[src/rtl/adc_seq_pkg.sv]
package adc_seq_pkg;

    // Controller states; the encoding equals the mode pin code.
    typedef enum logic [1:0] {
        ST_DIRECT   = 2'b00,
        ST_SCAN     = 2'b01,
        ST_SEQ_EDIT = 2'b10,
        ST_SEQ_RUN  = 2'b11
    } ctl_state_e;

    // Converter timing model states.
    typedef enum logic [1:0] {
        TM_IDLE = 2'b00,
        TM_CONV = 2'b01,
        TM_DONE = 2'b10
    } tmr_state_e;

    function automatic ctl_state_e decode_mode(input logic [1:0] pins);
        ctl_state_e s;
        unique case (pins)
            2'b00:   s = ST_DIRECT;
            2'b01:   s = ST_SCAN;
            2'b10:   s = ST_SEQ_EDIT;
            default: s = ST_SEQ_RUN;
        endcase
        return s;
    endfunction

endpackage

[src/rtl/adc_strobe_sync.sv]
// Two-flop synchroniser for active-low strobes plus one extra stage so the
// parent can detect edges. Every stage resets to the inactive (high) level.
module adc_strobe_sync #(
    parameter int N = 3
) (
    input  logic         clk,
    input  logic         rst_n,
    input  logic [N-1:0] strobe_n,
    output logic [N-1:0] level,
    output logic [N-1:0] prev
);

    for (genvar i = 0; i < N; i++) begin : g_bit
        logic meta_q;
        logic sync_q;
        logic last_q;

        always_ff @(posedge clk or negedge rst_n) begin
            if (!rst_n) begin
                meta_q <= 1'b1;
                sync_q <= 1'b1;
                last_q <= 1'b1;
            end else begin
                meta_q <= strobe_n[i];
                sync_q <= meta_q;
                last_q <= sync_q;
            end
        end

        assign level[i] = sync_q;
        assign prev[i]  = last_q;
    end

endmodule

[src/rtl/adc_bus_sync.sv]
// Two-flop synchroniser for quasi-static level pins (mode, address, config).
module adc_bus_sync #(
    parameter int W = 7
) (
    input  logic         clk,
    input  logic         rst_n,
    input  logic [W-1:0] din,
    output logic [W-1:0] dout
);

    logic [W-1:0] meta_q;
    logic [W-1:0] sync_q;

    always_ff @(posedge clk or negedge rst_n) begin
        if (!rst_n) begin
            meta_q <= '0;
            sync_q <= '0;
        end else begin
            meta_q <= din;
            sync_q <= meta_q;
        end
    end

    assign dout = sync_q;

endmodule

[src/rtl/adc_seq_mem.sv]
// Sequence storage: one write port, two independent read ports (readback and
// run), and a register holding the last location written.
module adc_seq_mem #(
    parameter int DEPTH = 16,
    parameter int EW    = 5,
    localparam int PW   = $clog2(DEPTH)
) (
    input  logic          clk,
    input  logic          rst_n,
    input  logic          we,
    input  logic [PW-1:0] waddr,
    input  logic [EW-1:0] wdata,
    input  logic [PW-1:0] raddr_a,
    input  logic [PW-1:0] raddr_b,
    output logic [EW-1:0] rdata_a,
    output logic [EW-1:0] rdata_b,
    output logic [PW-1:0] last_idx
);

    logic [DEPTH-1:0][EW-1:0] store_q;

    always_ff @(posedge clk or negedge rst_n) begin
        if (!rst_n) begin
            store_q  <= '0;
            last_idx <= '0;
        end else if (we) begin
            store_q[waddr] <= wdata;
            last_idx       <= waddr;
        end
    end

    assign rdata_a = store_q[raddr_a];
    assign rdata_b = store_q[raddr_b];

endmodule

[src/rtl/adc_conv_timer.sv]
// Behavioural stand-in for the converter: an accepted start keeps the block
// busy for BUSY_CYCLES+1 clocks, then the captured channel tag is published.
module adc_conv_timer
    import adc_seq_pkg::*;
#(
    parameter int BUSY_CYCLES = 6,
    parameter int TAG_W       = 3
) (
    input  logic             clk,
    input  logic             rst_n,
    input  logic             start,
    input  logic [TAG_W-1:0] tag_in,
    output logic             idle,
    output logic [TAG_W-1:0] tag_out,
    output logic             tag_valid
);

    localparam int            CW   = $clog2(BUSY_CYCLES + 1);
    localparam logic [CW-1:0] LOAD = CW'(BUSY_CYCLES - 1);

    tmr_state_e       st_q, st_d;
    logic [CW-1:0]    cnt_q;
    logic [TAG_W-1:0] hold_q;

    // State register
    always_ff @(posedge clk or negedge rst_n) begin
        if (!rst_n) st_q <= TM_IDLE;
        else        st_q <= st_d;
    end

    always_comb begin
        st_d = st_q;
        unique case (st_q)
            TM_IDLE: if (start)        st_d = TM_CONV;
            TM_CONV: if (cnt_q == '0)  st_d = TM_DONE;
            TM_DONE:                   st_d = TM_IDLE;
            default:                   st_d = TM_IDLE;
        endcase
    end

    // Outputs and datapath
    always_ff @(posedge clk or negedge rst_n) begin
        if (!rst_n) begin
            cnt_q     <= '0;
            hold_q    <= '0;
            tag_out   <= '0;
            tag_valid <= 1'b0;
        end else begin
            tag_valid <= (st_q == TM_DONE);
            if (st_q == TM_IDLE && start) begin
                cnt_q  <= LOAD;
                hold_q <= tag_in;
            end else if (st_q == TM_CONV && cnt_q != '0) begin
                cnt_q <= cnt_q - 1'b1;
            end
            if (st_q == TM_DONE) tag_out <= hold_q;
        end
    end

    assign idle = (st_q == TM_IDLE);

endmodule

[src/rtl/adc_seq_ctrl.sv]
// Top: mode state machine, pointer logic and active-entry selection.
module adc_seq_ctrl
    import adc_seq_pkg::*;
#(
    parameter int ADDR_W      = 3,
    parameter int CFG_W       = 2,
    parameter int DEPTH       = 16,
    parameter int BUSY_CYCLES = 6
) (
    input  logic                    clk,
    input  logic                    rst_n,
    input  logic [1:0]              mode_sel,
    input  logic                    wr_n,
    input  logic                    rd_n,
    input  logic                    convst_n,
    input  logic [ADDR_W-1:0]       ext_addr,
    input  logic [CFG_W-1:0]        ext_cfg,
    output logic [ADDR_W-1:0]       mux_addr,
    output logic [CFG_W-1:0]        mux_cfg,
    output logic [ADDR_W+CFG_W-1:0] seq_rd_data,
    output logic                    seq_rd_oe,
    output logic [ADDR_W-1:0]       result_tag,
    output logic                    tag_valid,
    output logic                    busy
);

    localparam int EW = ADDR_W + CFG_W;
    localparam int PW = $clog2(DEPTH);
    localparam int SW = 2 + EW;

    // ---------------- input conditioning ----------------
    logic [2:0] stb_lvl, stb_prev;
    logic [SW-1:0] pins_s;

    adc_strobe_sync #(.N(3)) u_stb (
        .clk      (clk),
        .rst_n    (rst_n),
        .strobe_n ({convst_n, rd_n, wr_n}),
        .level    (stb_lvl),
        .prev     (stb_prev)
    );

    adc_bus_sync #(.W(SW)) u_pins (
        .clk   (clk),
        .rst_n (rst_n),
        .din   ({mode_sel, ext_addr, ext_cfg}),
        .dout  (pins_s)
    );

    logic          wr_low, wr_rise, rd_fall, rd_rise, cv_fall;
    logic [1:0]    mode_s;
    logic [EW-1:0] ext_s;

    assign wr_low  = ~stb_lvl[0];
    assign wr_rise =  stb_lvl[0] & ~stb_prev[0];
    assign rd_fall = ~stb_lvl[1] &  stb_prev[1];
    assign rd_rise =  stb_lvl[1] & ~stb_prev[1];
    assign cv_fall = ~stb_lvl[2] &  stb_prev[2];
    assign mode_s  = pins_s[SW-1 -: 2];
    assign ext_s   = pins_s[EW-1:0];

    // ---------------- mode state machine ----------------
    ctl_state_e state_q, mode_req;
    logic       mode_chg;

    assign mode_req = decode_mode(mode_s);
    assign mode_chg = (mode_req != state_q);

    always_ff @(posedge clk or negedge rst_n) begin
        if (!rst_n) state_q <= ST_DIRECT;
        else        state_q <= mode_req;
    end

    // ---------------- shared datapath ----------------
    logic [EW-1:0]     act_q, act_d;
    logic [ADDR_W-1:0] scan_q, scan_d;
    logic [PW-1:0]     run_q, run_d;
    logic [PW-1:0]     wr_ptr_q, rd_ptr_q;
    logic [EW-1:0]     rd_entry, run_entry;
    logic [PW-1:0]     last_idx;
    logic              conv_idle, accept, capture, mem_we;

    function automatic logic [PW-1:0] bump(input logic [PW-1:0] p);
        return (p == PW'(DEPTH - 1)) ? '0 : p + 1'b1;
    endfunction

    assign accept  = cv_fall & conv_idle & ~mode_chg & (state_q != ST_SEQ_EDIT);
    assign capture = wr_low | wr_rise | accept;
    assign mem_we  = ~mode_chg & (state_q == ST_SEQ_EDIT) & wr_rise;

    adc_seq_mem #(.DEPTH(DEPTH), .EW(EW)) u_mem (
        .clk      (clk),
        .rst_n    (rst_n),
        .we       (mem_we),
        .waddr    (wr_ptr_q),
        .wdata    (ext_s),
        .raddr_a  (rd_ptr_q),
        .raddr_b  (run_q),
        .rdata_a  (rd_entry),
        .rdata_b  (run_entry),
        .last_idx (last_idx)
    );

    // Next active entry, scan counter and run pointer
    always_comb begin
        act_d  = act_q;
        scan_d = scan_q;
        run_d  = run_q;
        unique case (state_q)
            ST_DIRECT: begin
                if (capture) act_d = ext_s;
            end
            ST_SCAN: begin
                if (capture) act_d  = {scan_q, ext_s[CFG_W-1:0]};
                if (accept)  scan_d = scan_q + 1'b1;
            end
            ST_SEQ_EDIT: begin
                act_d = act_q;
            end
            ST_SEQ_RUN: begin
                if (accept) begin
                    act_d = run_entry;
                    run_d = (run_q == last_idx) ? '0 : run_q + 1'b1;
                end
            end
        endcase
        if (mode_chg) begin
            act_d  = act_q;
            scan_d = '0;
            run_d  = '0;
        end
    end

    // Registered outputs of the state machine
    always_ff @(posedge clk or negedge rst_n) begin
        if (!rst_n) begin
            act_q       <= '0;
            scan_q      <= '0;
            run_q       <= '0;
            wr_ptr_q    <= '0;
            rd_ptr_q    <= '0;
            seq_rd_oe   <= 1'b0;
            seq_rd_data <= '0;
        end else begin
            act_q  <= act_d;
            scan_q <= scan_d;
            run_q  <= run_d;
            if (mode_chg) begin
                wr_ptr_q  <= '0;
                rd_ptr_q  <= '0;
                seq_rd_oe <= 1'b0;
            end else if (state_q == ST_SEQ_EDIT) begin
                if (wr_rise) wr_ptr_q <= bump(wr_ptr_q);
                if (rd_fall) begin
                    seq_rd_data <= rd_entry;
                    seq_rd_oe   <= 1'b1;
                end
                if (rd_rise) begin
                    seq_rd_oe <= 1'b0;
                    rd_ptr_q  <= bump(rd_ptr_q);
                end
            end
        end
    end

    // ---------------- converter model ----------------
    adc_conv_timer #(.BUSY_CYCLES(BUSY_CYCLES), .TAG_W(ADDR_W)) u_timer (
        .clk       (clk),
        .rst_n     (rst_n),
        .start     (accept),
        .tag_in    (act_d[EW-1:CFG_W]),
        .idle      (conv_idle),
        .tag_out   (result_tag),
        .tag_valid (tag_valid)
    );

    assign busy     = conv_idle;
    assign mux_addr = act_q[EW-1:CFG_W];
    assign mux_cfg  = act_q[CFG_W-1:0];

endmodule

[config.mk]
export PLATFORM = sky130hd
export DESIGN_NAME = adc_seq_ctrl
export DESIGN_NICKNAME = d
export VERILOG_FILES = /design/src/rtl/adc_seq_pkg.sv /design/src/rtl/adc_strobe_sync.sv /design/src/rtl/adc_bus_sync.sv /design/src/rtl/adc_seq_mem.sv /design/src/rtl/adc_conv_timer.sv /design/src/rtl/adc_seq_ctrl.sv
export SDC_FILE = /design/constraint.sdc
export NUM_CORES = 1
export LEC_CHECK = 0
export CELL_PAD_IN_SITES_DETAIL_PLACEMENT = 1
export CELL_PAD_IN_SITES_GLOBAL_PLACEMENT = 2
export CORE_AREA = 5 5 136 138
export CTS_CLUSTER_DIAMETER = 100
export CTS_CLUSTER_SIZE = 24
export DETAILED_ROUTE_END_ITERATION = 6
export DIE_AREA = 0 0 141 143
export PLACE_DENSITY = 0.81
export SLEW_MARGIN = 30
export SYNTH_ARGS = -nofsm -noshare
export SYNTH_HDL_FRONTEND = slang
export SYNTH_SLANG_ARGS = --single-unit
[constraint.sdc]
create_clock -name clk -period 2.53 [get_ports clk]
set_input_delay 0.3795 -clock clk [delete_from_list [all_inputs] [get_ports clk]]
set_output_delay 0.3795 -clock clk [all_outputs]
set_load 0.01 [all_outputs]
# [Word-level counts from Yosys, hierarchy flattened]
# Cells that the tools add are included.
[totals] register_bits=147 inputBits=12 output_inout_bits=16 word_cells=147
[op_classes] addsub=5 n_lt_le_gt_ge=4 n_eq_ne=17 n_mux=37 n_bitwise=18 reduce_logical=24
[op_table] op="$bwmux W80" n=1
[op_table] op="$mux W4" n=12
[op_table] op="$bmux W5 S4" n=2
[op_table] op="$mux W5" n=7
[op_table] op="$demux W5 S4" n=1
[op_table] op="$pmux W5 S4" n=1
[op_table] op="$lt A4 B5 Y1 const B" n=3
[op_table] op="$mux W3" n=5
[op_table] op="$reduce_bool A2 Y1" n=7
[op_table] op="$add A4 B1 Y4 const B" n=3
[op_table] op="$reduce_and A2 Y1" n=6
[op_table] op="$and A1 B1 Y1" n=9
[op_table] op="$eq A2 B2 Y1 const B" n=4
[op_table] op="$eq A4 B4 Y1 const B" n=2
[op_table] op="$ne A2 B2 Y1 const B" n=4
[op_table] op="$not A1 Y1" n=7
[op_table] op="$eq A2 B1 Y1 const B" n=3
[op_table] op="$logic_not A2 Y1" n=3
[op_table] op="$pmux W2 S3" n=1
[op_table] op="$reduce_bool A3 Y1" n=2
[op_table] op="$reduce_and A5 Y1" n=1
[op_table] op="$eq A4 B4 Y1" n=1
[op_table] op="$ge A4 B1 Y1 const B" n=1
[op_table] op="$mux W1" n=4
[op_table] op="10 further kinds" n=15

# [Depth between registers and ports, before layout]
# Gate-level depths: netlist (run 1).
[logic_depth] word_depth=10 mapped_depth=8 mapped_depth_nobuf=7

# [Hierarchy]
# Synthesis (run 1) repeated with hierarchy kept, for this count alone.
[unflattened] cells_unflattened=531 hier_area_um2=7216.9
[by_module_without_submodules] module="adc_seq_mem" instances=1 cells_per_inst=295 area_per_inst_um2=4399.2 seq_area_each_um2=2102.0
[by_module_without_submodules] module="adc_seq_ctrl" instances=1 cells_per_inst=166 area_per_inst_um2=1637.8 seq_area_each_um2=700.7
[by_module_without_submodules] module="adc_conv_timer" instances=1 cells_per_inst=41 area_per_inst_um2=548.0 seq_area_each_um2=300.3
[by_module_without_submodules] module="adc_bus_sync" instances=1 cells_per_inst=14 area_per_inst_um2=350.3 seq_area_each_um2=350.3
[by_module_without_submodules] module="adc_strobe_sync" instances=1 cells_per_inst=15 area_per_inst_um2=281.5 seq_area_each_um2=236.5

# [Worst setup path before layout (run 1)]
# Ideal clock, no wire load.
[synth_path] path_kind="reg2reg" from="register rd_ptr_q[0]" to="register seq_rd_data[0]" setup_ns=0.125 arrival_time_ns=2.123 required_time_ns=2.405 setup_slack_ns=0.282 path_stages_with_launch=6 n_path_buf=2 synth_period_minus_slack_ns=2.248 cell_sequence="dfrtp_1 clkbuf_1 buf_2 mux4_2 mux4_2 mux2_2"
[synth_between] elab_chain_cells=2
[synth_rtl] item="start, declared" line_no="adc_seq_ctrl.sv:78" text="logic [PW-1:0] wr_ptr_q, rd_ptr_q;"
[synth_rtl] item="start signal, assigned" line_no="adc_seq_ctrl.sv:160" text="rd_ptr_q <= bump(rd_ptr_q);"
[synth_rtl] item="$bmux W5 S4" line_no="adc_seq_mem.sv:32" text="assign rdata_a = store_q[raddr_a];"
[synth_rtl] item="$mux W5 (implied by the code)" line_no="adc_seq_mem.sv:32"
[synth_rtl] item="end signal, assigned" line_no="adc_seq_ctrl.sv:155" text="seq_rd_data <= rd_entry;"
[synth_rtl] item="end, declared" line_no="adc_seq_ctrl.sv:20" text="output logic [ADDR_W+CFG_W-1:0] seq_rd_data,"
# Every way passes these cells. The select of a mux whose other input is x is not followed.
# A chain may end at the register's enable or synchronous reset.

# [Worst setup path after layout (run 1)]
[layout_path] from="register u_timer.st_q[1]" to="register act_q[2]"
[layout_between] elab_chain_cells=8 elab_cells_between_ends=10 cone_classes="mux: 5; bitwise: 4; reduce/logical: 1"
[layout_rtl] item="start, declared" line_no="adc_conv_timer.sv:21" text="tmr_state_e st_q, st_d;"
[layout_rtl] item="start signal, assigned" line_no="adc_conv_timer.sv:28" text="else st_q <= st_d;"
[layout_rtl] item="$logic_not A2 Y1 (*)" line_no="adc_conv_timer.sv:60" text="assign idle = (st_q == TM_IDLE);"
[layout_rtl] item="$and A1 B1 Y1 (*) (3 in series)" line_no="adc_seq_ctrl.sv:87" text="assign accept = cv_fall & conv_idle & ~mode_chg & (state_q != ST_SEQ_EDIT);"
[layout_rtl] item="$or A1 B1 Y1" line_no="adc_seq_ctrl.sv:88" text="assign capture = wr_low | wr_rise | accept;"
[layout_rtl] item="$mux W5 (on tied branches)" line_no="adc_seq_ctrl.sv:114, adc_seq_ctrl.sv:111"
[layout_rtl] item="$pmux W5 S4 (*)" line_no="adc_seq_ctrl.sv:109" text="unique case (state_q)"
[layout_rtl] item="$mux W5 (*)" line_no="adc_seq_ctrl.sv:127" text="if (mode_chg) begin"
[layout_rtl] item="net act_d[2]" line_no="adc_seq_ctrl.sv:75" text="logic [EW-1:0] act_q, act_d;"
[layout_rtl] item="end signal, assigned" line_no="adc_seq_ctrl.sv:145" text="act_q <= act_d;"
[layout_rtl] item="end, declared" line_no="adc_seq_ctrl.sv:75"
# The timed path passes the listed nets; every way through them passes the cells marked *. The select of a mux whose other input is x is not followed.

==> flow_summary_export.csv, run 1 <==
group,metric,value,unit
global_route,grt_pass1_vias,5212,
clock_network,clkLatencyLatePin,430,ps
timing,whs,348,ps
synth,synthAdderAreaFrac,1.87,%
hold_path,hp-class,"reg2reg",
final_layout,ff_latch_area,3690,um2
power,sw_frac_of_total,25.6,%
setup_path,worstPathRequired,2830,ps
detailed_routing,wl,19300,um
power,power_switching,1.51,mW
synth,ys_ff_latch,147,
final_layout,fillerInstances,1699,
timing,period_minus_slack,2330,ps
global_route,grt_start_max_net_pins,69,
synth,synth-main-ff-cell,"dfrtp_1",
detailed_routing,met3_length,646,um
detailed_routing,vias_per_cell,5.80,
global_route,track_usage,20.5,%
floorplanning,start_util,43.0,%
timing,fin_crit_sh,92.0,%
outcome,outcome,"completed",
detailed_routing,dr.first_iter.drc_count,246,
place,dpl.hpwl,13300,um
clock_network,cts.sinks,147,
run,drv_cap,0,
setup_path,r2r_slack,200,ps
hold_path,hp-start,"u_pins.meta_q[5]$_DFF_PN0_",
power,irDropWorstVdd,0.502,mV
synth,ys_seq_area_share,50.3,%
synth,synthArstFlopShare,100,%
power,power_frac_clock,43.2,%
setup_path,reg2reg_to,"act_q[2]$_DFF_PN0_",
final_layout,nets,599,
power,power.leakage,3.83,nW
clock_network,cts.clk_slew.worst_paths,60,ps
synth,synth_cells,543,
detailed_routing,routedWlPerCell,23.8,um
synth,syn_area,7340,um2
clock_network,post-cts-setup-buffers,0,
clock_network,cts_htree_levels,4,
final_layout,insertedDiodeCount,0,
timing,setup_viol,0,
detailed_routing,wl_met2,9510,um
timing,max_freq,0.430,GHz
floorplanning,ios,28,
synth,yosys_warnings,0,
floorplanning,fp.coreArea,17100,um2
synth,synth_xor_area_share,1.65,%
detailed_routing,dr.pass1.iters,4,
synth,synth.area.mux_share,29.0,%
final_layout,layout.cells.non_filler,814,
final_layout,drive_gt1_share,35.7,%
detailed_routing,vias,4725,
clock_network,clockBufferDepth,2,
place,globalplace.congestion,0.860,
synth,synth_top_area_share,47.0,%
timing,relSlewSlack,52.6,%
global_route,grt_first_pass_wirelength,31100,um
floorplanning,dieHeight,143,um
floorplanning,row_count,48,
setup_path,worst-setup-path-type,"reg2reg",
power,power_density,691,nW/um2
timing,hold_viol,0,
hold_path,hold_path_depth,0,
timing,skew,9.64,ps
global_route,grt.overflow.total,0,
timing,fin_setup_tns,0,ps
timing,drv_slew,0,
synth,synth_most_common_cell,"dfrtp_1",
clock_network,cts_tree,"done",
place,dp_cells,781,
synth,synthTopCellsByCount,"138 x dfrtp_1, 82 x mux2_2, 49 x mux4_2",
power,combPwrFrac,12.3,%
timing,tightest_slew,711,ps
setup_path,cp_max_fo,6,
synth,synth_top_area_cell,"dfrtp_1",
synth,synthesis.nets,566,
floorplanning,fp.dieArea,20200,um2
floorplanning,die_w,141,um
synth,avgSynthCellArea,13.5,um2
detailed_routing,topRoutingLayerUsed,"met4",
clock_network,root_buffer,"clkbuf_16",
power,p_seq_share,44.5,%
place,port_buffers,27,
setup_path,crit_arrival,2630,ps
timing,rsz0062_at_grt,"false",
power,power.internal,4.39,mW
synth,synth_top_family_by_area,"multiplexers",
detailed_routing,ant_nets,0,
setup_path,r2r_start,"u_timer.st_q[1]$_DFFE_PN0P_",
synth,synth-edff-count,0,
setup_path,crit_path_end_kind,"flip-flop",
synth,synth_compound_area_share,5.59,%
final_layout,area_delta_synth_final,16.4,%
synth,synth.distinct_cells,55,
setup_path,cp-start-kind,"flip-flop",
clock_network,cts_buffers,17,
global_route,antenna_found_initial,0,
detailed_routing,drc,0,
final_layout,multiInputGateArea,3410,um2
hold_path,whs_endpoint,"u_pins.dout[5]$_DFF_PN0_",
detailed_routing,drt-met1-wl,8860,um
synth,synth_simple_gate_area_share,8.33,%
setup_path,reg2reg_depth,5,
synth,synthTopCellsByArea,"dfrtp_1 47%, mux4_2 15%, mux2_2 13%, dfstp_2 3.2%, nand2_1 2.1%",
==> timing repair <==
item	4_1_cts	5_1_grt
resized for setup	0	0
hold endpoints to repair	15	0
hold buffers	1	0
==> worst max-delay path: stages, from the launching register on <==
cell	delay, ps
dfrtp_1	440
or4b_1	720
nor3_1	500
nor2_1	180
o31ai_1	290
a32oi_1	90
==> stage by stage <==
stage	power [mW]	instance area, um2	util [%]	worst slack, ps
global route	6.18	8550	50.1	65.9
detailed placement	3.40	7940	46.6	240
finish	5.90	8550	50.1	202
CTS	5.97	8550	50.1	225
floorplan	3.03	7340	-	282
global placement	3.35	7940	46.6	274
==> state kept, by name, summed over array words and instances, names as in the netlist, 4 cells and up <==
| register | flops |
|---|---|
| u_mem.store_q | 80 |
| wr_ptr_q | 4 |
| seq_rd_data | 5 |
| act_q | 5 |
| u_mem.last_idx | 4 |
| u_pins.dout | 7 |
| u_pins.meta_q | 7 |
| run_q | 4 |
| rd_ptr_q | 4 |
==> logic make-up after synthesis <==
kind of cell	Yosys count
muxes	139
DFF	147
buffers and inverters	50
AOI/OAI and AO/OA	61
and+or+nand+nor	122
adders and majority gates	11
xor gates and xnor gates	13
==> final cells by class <==
cell class / instances / share of cell area (%)
Timing Repair Buffer: 51 / 6.05
Tap cell: 225 / 3.29
Sequential cell: 147 / 43.2
Multi-Input combinational cell: 346 / 39.9
Inverter: 13 / 0.571
Clock buffer: 21 / 5.51
Clock inverter: 11 / 1.46
==> how the worst max path moves through the flow <==
stage	start	endpoint	slack, ps	depth (start not counted)
floorplan	rd_ptr_q[0]$_DFFE_PN0P_	seq_rd_data[0]$_DFFE_PN0P_	280	5
global placement	u_pins.dout[6]$_DFF_PN0_	u_mem.store_q[15]$_DFFE_PN0P_	270	5
detailed placement	state_q[0]$_DFF_PN0_	u_mem.store_q[19]$_DFFE_PN0P_	240	5
CTS	state_q[0]$_DFF_PN0_	u_mem.store_q[19]$_DFFE_PN0P_	220	5
global route	state_q[1]$_DFF_PN0_	act_q[3]$_DFF_PN0_	70	6
finish	u_timer.st_q[1]$_DFFE_PN0P_	act_q[2]$_DFF_PN0_	200	5
==> power groups by stage <==
stage / combinational [mW] / clock, mW / sequential (mW)
floorplan: 0.400 / 0 / 2.63
global placement: 0.691 / 0 / 2.65
detailed placement: 0.729 / 0 / 2.67
CTS: 0.735 / 2.61 / 2.63
global route: 0.799 / 2.74 / 2.64
finish: 0.726 / 2.55 / 2.63
==> layer usage <==
| metal | track usage, % | vias to the layer above |
|---|---|---|
| li1 | - | 2076 |
| met1 | 28.4 | 2532 |
| met2 | 33.0 | 91 |
| met3 | 4.49 | 26 |
| met4 | 5.76 | 0 |
| met5 | 0 | - |
==> cell usage in the layout, fill, tap and decap left out, types with 4 or more instances in the layout <==
cell type,n
nor3_1,5
mux2_2,82
dfrtp_1,138
a21oi_1,12
inv_1,13
clkdlybuf4s50_1,26
buf_4,18
mux2_4,5
mux4_2,49
a31o_2,4
clkbuf_16,17
nor2b_1,5
nor2_1,25
and3_1,4
ha_1,11
xor2_1,9
o21ai_0,16
a21o_1,5
dfstp_2,9
nand3_1,14
nand2_1,41
and2_1,5
buf_12,5
Power figures use the tool's default switching activity.
==> run 2, diff against run 1 <==
Clock period 2.53 ns to 2.2 ns, I/O delays scaled along.
==> run 2 against run 1 <==
Compared with the run above:
- critical path depth grew 1
- largest power group unchanged
- clock power grew 15%
- via count grew 3.3%
- die area is the same
- sequential share of layout area shrank 1.2 points
==> flow_summary_export.csv, run 2 (synthesis results as in run 1) <==
group,metric,value,unit
outcome,outcome,"completed",
floorplanning,start_util,43.0,%
detailed_routing,topRoutingLayerUsed,"met4",
setup_path,path_cells,"buf_12, mux4_2, mux4_2, or2_0, nand3_1, a32oi_1",
floorplanning,dieHeight,143,um
timing,rsz0062_at_grt,"true",
setup_path,cp-start-kind,"flip-flop",
clock_network,root_buffer,"clkbuf_16",
detailed_routing,vias_per_cell,5.83,
setup_path,reg2reg_depth,6,
floorplanning,fp.dieArea,20200,um2
setup_path,crit_slowest_cell,"mux4_2",
clock_network,cts_tree,"done",
clock_network,cts_htree_levels,4,
timing,tightest_slew,698,ps
timing,drv_slew,0,
place,port_buffers,27,
place,dpl.hpwl,14200,um
final_layout,nets,622,
setup_path,cp_num_buf_inv,1,
setup_path,path_depth,6,
clock_network,cts.sinks,147,
power,power_density,775,nW/um2
detailed_routing,drt-met1-wl,8480,um
global_route,grt_start_max_net_pins,50,
final_layout,insertedDiodeCount,0,
timing,whs,302,ps
detailed_routing,drc,0,
setup_path,crit_arrival,2480,ps
timing,setup_viol,0,
timing,relSlewSlack,53.4,%
power,finalPower,6.81,mW
detailed_routing,ant_nets,0,
final_layout,largest_register_ffs,80,
final_layout,area_delta_synth_final,19.8,%
final_layout,largest-register,"u_mem.store_q",
final_layout,final_cell_mix,"137 x dfrtp_1, 82 x mux2_2, 49 x mux4_2",
place,dp_cells,802,
final_layout,final_common_cell,"dfrtp_1",
setup_path,worst-setup-path-type,"reg2reg",
detailed_routing,met3_length,752,um
detailed_routing,dr.first_iter.drc_count,304,
final_layout,layout.cells.non_filler,837,
power,power.leakage,3.96,nW
hold_path,hp-class,"in2reg",
global_route,grt_pass1_vias,5207,
timing,fin_crit_sh,99.4,%
final_layout,drive_gt1_share,39.9,%
clock_network,cts.clk_slew.worst_paths,60,ps
timing,hold_viol,0,
global_route,antenna_found_initial,0,
detailed_routing,dr.pass1.iters,4,
floorplanning,ios,28,
floorplanning,row_count,48,
setup_path,cp_common_cell,"mux4_2",
setup_path,cp_max_fo,7,
run,drv_cap,0,
detailed_routing,vias,4883,
clock_network,clockBufferDepth,2,
timing,max_freq,0.457,GHz
detailed_routing,wl,19700,um
setup_path,worstPathRequired,2500,ps
setup_path,crit_path_end_kind,"flip-flop",
detailed_routing,routedWlPerCell,23.5,um
global_route,grt_first_pass_wirelength,31200,um
clock_network,clkLatencyLatePin,430,ps
floorplanning,fp.coreArea,17100,um2
timing,period_minus_slack,2190,ps
timing,fin_setup_tns,0,ps
hold_path,hold_path_depth,1,
power,irDropWorstVdd,0.557,mV
timing,skew,11.9,ps
place,globalplace.congestion,0.892,
global_route,track_usage,20.5,%
detailed_routing,wl_met2,9890,um
setup_path,critPathMaxStageDelay,520,ps
global_route,grt.overflow.total,0,
clock_network,cts_buffers,17,
floorplanning,die_w,141,um
setup_path,crit_family,"multiplexers",
final_layout,fillerInstances,1691,
## run 2: cell types whose count changed in the layout (fill, tap and decap cells not counted), sizes merged
cell,change
clkbuf,-1
inv,+2
buf,+22
clkinv,-1
clkinvlp,+1
## run 2: layout make-up
cell class / count / area (um2) / area share, %
well taps: 225 / 282 / 3.20
clock inverters: 13 / 149 / 1.69
multi-input cells: 346 / 3450 / 39.2
flip-flops and latches: 147 / 3690 / 42.0
repair buffers: 74 / 723 / 8.22
clock buffers: 19 / 453 / 5.15
inverters: 13 / 48.8 / 0.555
## run 2: worst reg2reg max path, stage by stage (launching register included)
cell     delay [ps]
dfrtp_2         460
buf_12          170
mux4_2          520
mux4_2          500
or2_0           220
nand3_1          90
a32oi_1         100
## run 2: power breakdown
part           internal [mW]  total (mW)  switching, mW
combinational          0.440       0.861          0.422
clock                   1.75        2.94           1.19
sequential              2.87        3.01          0.145
## run 2: timing repair
| item | in CTS | in global routing |
|---|---|---|
| buffers inserted | 0 | 1 |
| cloned | 0 | 1 |
| hold buffers | 1 | 0 |
| pin swaps | 0 | 0 |
| endpoints found under the setup margin | 6 | 67 |
| endpoints found under the hold margin | 31 | 0 |
| resized for setup | 1 | 12 |
## run 2: worst paths after layout
path,endpoint,start,slack (ps)
worst max-delay path,act_q[2]$_DFF_PN0_,run_q[0]$_DFFE_PN0P_,10
worst min-delay path,u_stb.g_bit[0].meta_q$_DFF_PN1_,wr_n,300
worst max register to register,act_q[2]$_DFF_PN0_,run_q[0]$_DFFE_PN0P_,10
worst min register to register,u_pins.dout[6]$_DFF_PN0_,u_pins.meta_q[6]$_DFF_PN0_,350
max in group asynchronous,u_stb.g_bit[2].sync_q$_DFF_PN1_,rst_n,1080
min in group asynchronous,u_timer.cnt_q[2]$_DFFE_PN0P_,rst_n,380
## run 2: per-layer routing
layer / track usage, % / vias up
li1: - / 2121
met1: 27.5 / 2612
met2: 33.4 / 117
met3: 3.52 / 33
met4: 8.31 / 0
met5: 0 / -
## run 2: stage by stage
step	util, %	cell area (um2)	setup WS [ps]
finish	51.6	8800	13.5
global route	51.6	8800	-71.3
CTS	51.2	8720	-7.43
detailed placement	47.5	8110	-59.7
global placement	47.5	8110	33.7
floorplan	-	7350	36.2
==> run 3, diff against run 2 <==
Clock period 2.2 ns to 2.5 ns, I/O delays scaled along.
==> run 3 against run 2 <==
Compared with the run above:
- via count decreased by 2.2%
- routed wire length decreased by 4.5%
- worst setup slack improved by 220 ps
- clock-buffer cell count increased by 3
- combinational power decreased by 17%
- design area decreased by 3.2%
- largest power group unchanged
==> flow_summary_export.csv, run 3 (synthesis results as in run 1) <==
group,metric,value,unit
timing,hold_viol,0,
floorplanning,dieHeight,143,um
timing,skew,9.09,ps
final_layout,insertedDiodeCount,0,
power,finalPower,5.78,mW
clock_network,clkLatencyLatePin,430,ps
floorplanning,fp.coreArea,17100,um2
timing,relSlewSlack,51.8,%
final_layout,nets,599,
global_route,grt_start_max_net_pins,55,
floorplanning,fp.dieArea,20200,um2
final_layout,fin_util,49.9,%
place,port_buffers,27,
hold_path,hp-class,"reg2reg",
global_route,antenna_found_initial,0,
place,globalplace.congestion,0.856,
detailed_routing,vias_per_cell,5.87,
power,power_density,679,nW/um2
clock_network,root_buffer,"clkbuf_16",
final_layout,final_common_cell,"dfrtp_1",
timing,rsz0062_at_grt,"false",
final_layout,area_delta_synth_final,16.0,%
outcome,outcome,"completed",
clock_network,cts_htree_levels,4,
place,pre_cts_slack,249,ps
global_route,track_usage,20.0,%
timing,drv_slew,0,
global_route,grt_first_pass_wirelength,30700,um
final_layout,drive_gt1_share,35.1,%
global_route,grt.overflow.total,0,
timing,setup_ws,238,ps
timing,max_freq,0.442,GHz
detailed_routing,drc,0,
clock_network,cts.clk_slew.worst_paths,60,ps
detailed_routing,vias,4777,
floorplanning,die_w,141,um
timing,setup_viol,0,
run,drv_cap,0,
final_layout,final_cell_mix,"138 x dfrtp_1, 82 x mux2_2, 49 x mux4_2",
detailed_routing,ant_nets,0,
setup_path,crit_arrival,2560,ps
setup_path,cp-start-kind,"flip-flop",
timing,fin_crit_sh,90.5,%
global_route,grt_pass1_vias,5203,
place,dpl.hpwl,13300,um
floorplanning,ios,28,
power,power.leakage,3.81,nW
detailed_routing,dr.pass1.iters,4,
timing,fin_setup_tns,0,ps
power,irDropWorstVdd,0.456,mV
final_layout,largest-register,"u_mem.store_q",
timing,period_minus_slack,2260,ps
clock_network,clockBufferDepth,2,
setup_path,crit_path_end_kind,"flip-flop",
detailed_routing,wl,18800,um
clock_network,cts_buffers,17,
clock_network,cts_tree,"done",
clock_network,post-cts-setup-buffers,0,
setup_path,worst-setup-path-type,"reg2reg",
floorplanning,start_util,43.0,%
floorplanning,row_count,48,
clock_network,cts.sinks,147,
detailed_routing,routedWlPerCell,23.1,um
setup_path,worstPathRequired,2800,ps
final_layout,largest_register_ffs,80,
timing,tightest_slew,724,ps
setup_path,cp_max_fo,12,
detailed_routing,dr.first_iter.drc_count,293,
run 3: report_power, final:
part / switching [mW] / total [mW] / leakage (nW) / internal, mW
Combinational: 0.350 / 0.718 / 1.58 / 0.368
Sequential: 0.129 / 2.65 / 1.96 / 2.52
Clock: 1.01 / 2.41 / 0.266 / 1.40
run 3: final cells by class:
| cell class | instances | area [um2] |
|---|---|---|
| Sequential cell | 147 | 3690 |
| Clock buffer | 22 | 454 |
| Tap cell | 225 | 282 |
| Multi-Input combinational cell | 346 | 3410 |
| Fill cell | 1731 | 8540 |
| Timing Repair Buffer | 51 | 529 |
| Inverter | 13 | 48.8 |
| Clock inverter | 10 | 98.8 |
run 3: timing repair:
action,4_1_cts,5_1_grt
endpoints found under the hold margin,39,0
hold buffers,1,0
resized for setup,0,0
run 3: routing by layer:
metal  global-route usage [%]  vias to the layer above  wire length, um
li1                         -                     2082                -
met1                     28.2                     2546             8410
met2                     31.6                      123             9090
met3                     4.35                       26              942
met4                     5.76                        0              351
met5                        0                        -                0
run 3: final timing paths:
path | slack, ps | cells past startpoint | endpoint | startpoint
setup / recovery | 240 | 5 | u_mem.store_q[1]$_DFFE_PN0P_ | state_q[0]$_DFF_PN0_
hold / removal | 350 | 0 | u_pins.dout[4]$_DFF_PN0_ | u_pins.meta_q[4]$_DFF_PN0_
setup reg to reg | 240 | 5 | u_mem.store_q[1]$_DFFE_PN0P_ | state_q[0]$_DFF_PN0_
hold reg to reg | 350 | 0 | u_pins.dout[4]$_DFF_PN0_ | u_pins.meta_q[4]$_DFF_PN0_
max in group asynchronous | 1360 | 3 | u_stb.g_bit[0].meta_q$_DFF_PN1_ | rst_n
min in group asynchronous | 460 | 2 | u_timer.cnt_q[0]$_DFFE_PN0P_ | rst_n
run 3: worst max-delay path: stages (launching register included):
cell and delay, ps:
dfrtp_1 510, and4bb_2 400, nand2_1 170, nor3_1 350, nand2_1 340, mux2_2 370
run 3: metrics by stage:
stage,hold slack (ps),instance area [um2],instances
after floorplan,79.4,7340,543
after global placement,334,7950,781
after detailed placement,338,7950,781
after CTS,343,8520,814
after global routing,340,8520,814
final,350,8520,814
